`config.mk`:
```
export PLATFORM = sky130hd
export DESIGN_NAME = hp_slot_ctrl
export DESIGN_NICKNAME = d
export VERILOG_FILES = /design/src/rtl/hp_slot_pkg.sv /design/src/rtl/hp_ctl_reg.sv /design/src/rtl/hp_sts_reg.sv /design/src/rtl/hp_notify.sv /design/src/rtl/hp_slot_ctrl.sv
export SDC_FILE = /design/constraint.sdc
export NUM_CORES = 1
export LEC_CHECK = 0
export ABC_AREA = 1
export BUFFER_PORTS_ARGS = -buffer_cell sky130_fd_sc_hd__buf_2
export CAP_MARGIN = 20
export CORE_MARGIN = 2
export CORE_UTILIZATION = 29
export CTS_CLUSTER_DIAMETER = 150
export CTS_CLUSTER_SIZE = 14
export DETAILED_ROUTE_END_ITERATION = 6
export PLACE_DENSITY = 0.59
export SLEW_MARGIN = 20
export SYNTH_ARGS = -nofsm -noshare
export SYNTH_HDL_FRONTEND = slang
export SYNTH_SLANG_ARGS = --single-unit
```
`constraint.sdc`:
```
create_clock -name clk -period 2.9 [get_ports clk]
set_input_delay 0 -clock clk [delete_from_list [all_inputs] [get_ports clk]]
set_output_delay 0 -clock clk [all_outputs]
set_load 0.05 [all_outputs]
```
`src/rtl/hp_slot_pkg.sv`:
```
package hp_slot_pkg;
  localparam int REG_W   = 16;
  localparam int BE_W    = REG_W / 8;
  localparam int NUM_EVT = 3;
  localparam int IND_W   = 2;

  localparam logic [IND_W-1:0] IND_ON    = 2'b01;
  localparam logic [IND_W-1:0] IND_BLINK = 2'b10;
  localparam logic [IND_W-1:0] IND_OFF   = 2'b11;

  // control fields
  localparam int C_BTN_EN  = 0;
  localparam int C_PRES_EN = 1;
  localparam int C_CC_EN   = 2;
  localparam int C_HPIE    = 3;
  localparam int C_ATTN    = 4;
  localparam int C_PIND    = 6;
  localparam int C_POFF    = 8;
  localparam int C_LOCK    = 9;

  // status fields
  localparam int S_BTN  = 0;
  localparam int S_PCHG = 1;
  localparam int S_CMD  = 2;
  localparam int S_PRES = 3;
  localparam int S_LOCK = 4;
endpackage

```
`src/rtl/hp_ctl_reg.sv`:
```
module hp_ctl_reg
  import hp_slot_pkg::*;
#(
  parameter bit HAS_PWR_CTL = 1'b1
) (
  input  logic             clk,
  input  logic             rst,
  input  logic             present_in,
  input  logic             wr_ctl,
  input  logic [REG_W-1:0] wr_data,
  input  logic [BE_W-1:0]  wr_be,
  input  logic             pres_state,
  output logic [REG_W-1:0] ctl_q,
  output logic             lock_tgl,
  output logic             detach
);
  localparam logic [REG_W-1:0] STORE_MASK = REG_W'((1 << C_LOCK) - 1);

  logic [REG_W-1:0] lane_mask;
  logic [REG_W-1:0] merged;
  logic [REG_W-1:0] rst_val;

  always_comb begin
    for (int b = 0; b < BE_W; b++) lane_mask[b*8 +: 8] = {8{wr_be[b]}};
    merged   = (ctl_q & ~lane_mask) | (wr_data & lane_mask & STORE_MASK);
    lock_tgl = wr_ctl & wr_be[C_LOCK/8] & wr_data[C_LOCK];
    detach   = wr_ctl & pres_state & merged[C_POFF] &
               (merged[C_PIND +: IND_W] == IND_OFF);
  end

  generate
    if (HAS_PWR_CTL) begin : g_pwr
      always_comb begin
        rst_val                   = '0;
        rst_val[C_ATTN +: IND_W]  = IND_OFF;
        rst_val[C_PIND +: IND_W]  = present_in ? IND_ON : IND_OFF;
        rst_val[C_POFF]           = ~present_in;
      end
    end else begin : g_nopwr
      always_comb begin
        rst_val                   = '0;
        rst_val[C_ATTN +: IND_W]  = IND_OFF;
        rst_val[C_PIND +: IND_W]  = IND_OFF;
      end
    end
  endgenerate

  always_ff @(posedge clk) begin
    if (rst)         ctl_q <= rst_val;
    else if (wr_ctl) ctl_q <= merged;
  end
endmodule

```
`src/rtl/hp_sts_reg.sv`:
```
module hp_sts_reg
  import hp_slot_pkg::*;
(
  input  logic               clk,
  input  logic               rst,
  input  logic               present_in,
  input  logic               wr_sts,
  input  logic [NUM_EVT-1:0] clr_bits,
  input  logic               wr_ctl,
  input  logic               lock_tgl,
  input  logic               detach,
  input  logic               btn_press,
  input  logic               add_pulse,
  input  logic               add_boot,
  output logic [REG_W-1:0]   sts_q,
  output logic               busy_err
);
  logic btn_q, pchg_q, cmd_q, pres_q, lock_q;
  logic add_ok, add_hot;
  logic [NUM_EVT-1:0] clr;

  always_comb begin
    add_ok  = add_pulse & ~lock_q;
    add_hot = add_ok & ~add_boot;
    clr     = wr_sts ? clr_bits : '0;
    sts_q         = '0;
    sts_q[S_BTN]  = btn_q;
    sts_q[S_PCHG] = pchg_q;
    sts_q[S_CMD]  = cmd_q;
    sts_q[S_PRES] = pres_q;
    sts_q[S_LOCK] = lock_q;
  end

  always_ff @(posedge clk) begin
    if (rst) begin
      btn_q    <= 1'b0;
      pchg_q   <= 1'b0;
      cmd_q    <= 1'b0;
      pres_q   <= present_in;
      lock_q   <= 1'b0;
      busy_err <= 1'b0;
    end else begin
      btn_q    <= (btn_q  & ~clr[S_BTN])  | btn_press | add_hot;
      pchg_q   <= (pchg_q & ~clr[S_PCHG]) | add_hot | detach;
      cmd_q    <= (cmd_q  & ~clr[S_CMD])  | wr_ctl;
      pres_q   <= add_ok ? 1'b1 : (detach ? 1'b0 : pres_q);
      lock_q   <= lock_q ^ lock_tgl;
      busy_err <= add_pulse & lock_q;
    end
  end
endmodule

```
`src/rtl/hp_notify.sv`:
```
module hp_notify
  import hp_slot_pkg::*;
#(
  parameter int VEC_W = 5
) (
  input  logic               clk,
  input  logic               rst,
  input  logic [NUM_EVT-1:0] evt_sts,
  input  logic [NUM_EVT-1:0] evt_en,
  input  logic               hp_ie,
  input  logic               msg_en,
  input  logic [VEC_W-1:0]   vec_cfg,
  output logic               intx,
  output logic               msg_req,
  output logic [VEC_W-1:0]   msg_vec
);
  logic pend_now, pend_q, rise;

  always_comb begin
    pend_now = hp_ie & (|(evt_sts & evt_en));
    rise     = pend_now & ~pend_q;
  end

  always_ff @(posedge clk) begin
    if (rst) begin
      pend_q  <= 1'b0;
      intx    <= 1'b0;
      msg_req <= 1'b0;
      msg_vec <= '0;
    end else begin
      pend_q  <= pend_now;
      intx    <= pend_now & ~msg_en;
      msg_req <= rise & msg_en;
      if (rise & msg_en) msg_vec <= vec_cfg;
    end
  end
endmodule

```
`src/rtl/hp_slot_ctrl.sv`:
```
module hp_slot_ctrl
  import hp_slot_pkg::*;
#(
  parameter bit HAS_PWR_CTL = 1'b1,
  parameter int VEC_W       = 5
) (
  input  logic             clk,
  input  logic             rst,
  input  logic             wr_en,
  input  logic             wr_sel,
  input  logic [BE_W-1:0]  wr_be,
  input  logic [REG_W-1:0] wr_data,
  input  logic             rd_sel,
  output logic [REG_W-1:0] rd_data,
  input  logic             btn_press,
  input  logic             add_pulse,
  input  logic             add_boot,
  input  logic             present_in,
  input  logic             msg_en,
  input  logic [VEC_W-1:0] vec_cfg,
  output logic             intx,
  output logic             msg_req,
  output logic [VEC_W-1:0] msg_vec,
  output logic             busy_err,
  output logic [IND_W-1:0] attn_ind,
  output logic [IND_W-1:0] pwr_ind,
  output logic             pwr_off
);
  logic [REG_W-1:0]   ctl_q, sts_q;
  logic               wr_ctl, wr_sts, lock_tgl, detach;
  logic [NUM_EVT-1:0] clr_bits;

  always_comb begin
    wr_ctl   = wr_en & ~wr_sel & (|wr_be);
    wr_sts   = wr_en & wr_sel;
    clr_bits = wr_data[NUM_EVT-1:0] & {NUM_EVT{wr_be[0]}};
  end

  hp_ctl_reg #(.HAS_PWR_CTL(HAS_PWR_CTL)) u_ctl (
    .clk(clk), .rst(rst), .present_in(present_in), .wr_ctl(wr_ctl),
    .wr_data(wr_data), .wr_be(wr_be), .pres_state(sts_q[S_PRES]),
    .ctl_q(ctl_q), .lock_tgl(lock_tgl), .detach(detach)
  );

  hp_sts_reg u_sts (
    .clk(clk), .rst(rst), .present_in(present_in), .wr_sts(wr_sts),
    .clr_bits(clr_bits), .wr_ctl(wr_ctl), .lock_tgl(lock_tgl),
    .detach(detach), .btn_press(btn_press), .add_pulse(add_pulse),
    .add_boot(add_boot), .sts_q(sts_q), .busy_err(busy_err)
  );

  hp_notify #(.VEC_W(VEC_W)) u_ntf (
    .clk(clk), .rst(rst), .evt_sts(sts_q[NUM_EVT-1:0]),
    .evt_en(ctl_q[NUM_EVT-1:0]), .hp_ie(ctl_q[C_HPIE]), .msg_en(msg_en),
    .vec_cfg(vec_cfg), .intx(intx), .msg_req(msg_req), .msg_vec(msg_vec)
  );

  always_ff @(posedge clk) begin
    if (rst) rd_data <= '0;
    else     rd_data <= rd_sel ? sts_q : ctl_q;
  end

  always_comb begin
    attn_ind = ctl_q[C_ATTN +: IND_W];
    pwr_ind  = ctl_q[C_PIND +: IND_W];
    pwr_off  = ctl_q[C_POFF];
  end
endmodule

```
==> metrics.txt <==
fin crit share=between 30% and 40%; Die Width=about 80 µm; Worst R2R Setup Slack=~1.8 ns; kind of end point of the critical path=register; first-pass GRT wire length=between 6000 and 7000 µm; crit path kind=reg2reg; cell taking the most area after synthesis=dfxtp_1; pwr/cell area=between 500 and 600 nW/µm²; Final Hold Fails=0; HP Class=in2reg; clock slew at reported path FFs=approximately 0.080 ns; Area growth, synth to finish=32.3%; Overflow after GRT=0; Resized cells post-CTS=0; final WL=~3600 µm; Antenna diodes=0; clk root buf=clkbuf_8; vias in the first global route=roughly 1400; drt pass-1 iters=6; CP Data Arrival Time=about 1.1 ns; # rows=27; Max clock buf depth=2; # DRC=0; pin count of the biggest net entering global routing=32; Core Region=between 5000 and 6000 µm²; Synth top area share=between 50% and 60%; H-tree depth=2; HPWL after DPL=2610 µm; chip height=80.2 µm; DR vias/cell=between 4 and 5; most area-consuming cells after synthesis=dfxtp_1 (50%), nand2_1 (9.2%), edfxtp_1 (7.1%); final setup vio count=0; Final Net Count=a little over 300; TNS Setup=0 ns; worst rel slew slack=44.3%; input/output buffers=55; Seq/Total Area, Yosys=between 50% and 60%; CP Launch Type=register; Worst Reg-to-Reg Cells=6; Critical Path Fanout Max=2; die area=6420 µm²; fmax=a little under 900 MHz; gpl congestion=0.806; fillers=585; RR Startpoint=u_ctl.ctl_q[6]$_SDFFCE_PP1P_; drt wl/cell=approximately 11 µm; Post-Syn Area=between 1500 and 2000 µm²; Pwr Total=around 0.0012 W; HP Start=wr_data[9]; min Tclk post-route=1.14 ns; total track usage=12.0%; clock sink count=46; worst-case clock skew=0.00597 ns; peak supply drop=0.000217 V; RSZ-0062 raised after global routing=false; # Max-Cap Violations=0; worst-skew pair later-pin latency=between 0.2 and 0.3 ns; Antenna Nets Post-Route=0; total number of vias=between 1000 and 1500; status=finished, final reports clean; syn_nets=between 200 and 250; CTS tree=yes; synth warn=0; Initial Util=30.4%; Synth Register Bits=between 40 and 50; Synth cell types=21; Avg Cell Area, Syn=between 8 and 9 µm²; Static Leak=around 1.1 nW; post-synthesis cell count=between 200 and 250; CTS buffer count=5; Initial DRC Count=slightly below 50; Least-Margin Pin Slew=roughly 0.83 ns; Ports=between 60 and 70; CP required=2.90 ns; WHS Endpoint=u_sts.lock_q$_SDFF_PP0_; antenna violations before repair=0; WHS Path Cells=3; reg-to-reg endpoint=u_sts.pres_q$_DFFE_PP_; share of cells above drive strength 1=roughly a quarter; fin. max-slew vios=0
==> power by group <==
part / switching (W) / internal [W] / total, W / leakage (nW)
Combinational: 0.000103 / 0.0000504 / 0.000153 / 0.647
Sequential: 0.00000872 / 0.000660 / 0.000669 / 0.382
Clock: 0.000205 / 0.000192 / 0.000397 / 0.0515
==> metal layers <==
layer / vias up / routed length, µm / global-route usage [%]
met5: - / 0 / 0
met4: 0 / 41 / 6.27
met3: 4 / 185 / 2.81
met2: 31 / 1680 / 20.8
met1: 633 / 1700 / 13.6
li1: 773 / - / -
==> kinds of logic after synthesis <==
logic type	count (synthesis)	synth area share (%)
simple gates	94	24.9
buf+inv	34	8.78
compound gates	29	9.15
flops	46	57.1
==> how the worst max path moves through the flow <==
stage,startpoint,endpoint,slack (ns),cells past startpoint
after floorplan,u_ctl.ctl_q[8]$_DFFE_PP_,u_sts.pres_q$_DFFE_PP_,1.45,6
after global placement,rst,u_ctl.ctl_q[7]$_DFFE_PP_,1.47,5
after detailed placement,rst,u_ctl.ctl_q[7]$_DFFE_PP_,1.42,5
after CTS,rst,u_ctl.ctl_q[7]$_DFFE_PP_,1.73,5
after global routing,u_sts.cmd_q$_SDFF_PP0_,u_ntf.msg_vec[4]$_SDFFE_PP0P_,1.58,5
final,u_ctl.ctl_q[6]$_SDFFCE_PP1P_,u_sts.pres_q$_DFFE_PP_,1.76,6
==> cells in the mapped netlist <==
library cell  instances
o211ai_1              2
buf_2                 3
nand2_2               2
inv_1                22
dfxtp_1              42
inv_2                 1
buf_4                 4
a21oi_2               1
clkbuf_1              3
nand4_1               5
nand2_1              41
nand3_1              13
nor2_4                2
o21ai_0              12
nand2_4               1
clkinv_2              1
nand3_2               1
nor2_1               28
nor3b_1               1
a21oi_1              14
edfxtp_1              4
==> per-stage QoR <==
stage / std cells / hold WS (ns) / cell area, µm² / worst slack, ns / util, %
after floorplan: 203 / 0.0624 / 1680 / 1.45 / -
after global placement: 320 / 0.179 / 1990 / 1.47 / 35.9
after detailed placement: 320 / 0.176 / 1990 / 1.42 / 35.9
after CTS: 342 / 0.00263 / 2220 / 1.73 / 40.2
after global routing: 342 / 0.0120 / 2220 / 1.58 / 40.2
final: 342 / 0.0196 / 2220 / 1.76 / 40.2
==> what timing repair did <==
action,in CTS,in global routing
hold buffers,14,0
endpoints found under the hold margin,14,0
setup buffers,0,0
==> final cells by class <==
cell class | instances | area [µm²] | share of cell area, %
clock buffers | 6 | 82.6 | 3.71
clock inverters | 2 | 11.3 | 0.506
inverters | 24 | 91.3 | 4.11
multi-input cells | 123 | 573 | 25.8
flip-flops and latches | 46 | 961 | 43.2
well taps | 72 | 90.1 | 4.05
repair buffers | 69 | 415 | 18.7
==> placed cells by master, fill, tap and decap left out, drive strengths merged <==
master,n
o21ai,12
edfxtp,4
a21oi,15
buf,55
o211ai,2
clkinv,2
nand4,5
nor3b,1
nor2,30
dlygate4sd3,14
dfxtp,42
clkbuf,6
nand3,14
inv,24
nand2,44
==> worst max-delay path: stages, from the launching register on <==
cell	delay (ns)
edfxtp_1	0.35
inv_1	0.06
nand2_1	0.05
o21ai_0	0.10
nor2_1	0.15
nand2_2	0.07
nand3_1	0.07
Note: power is estimated with default switching activity, not from simulation.
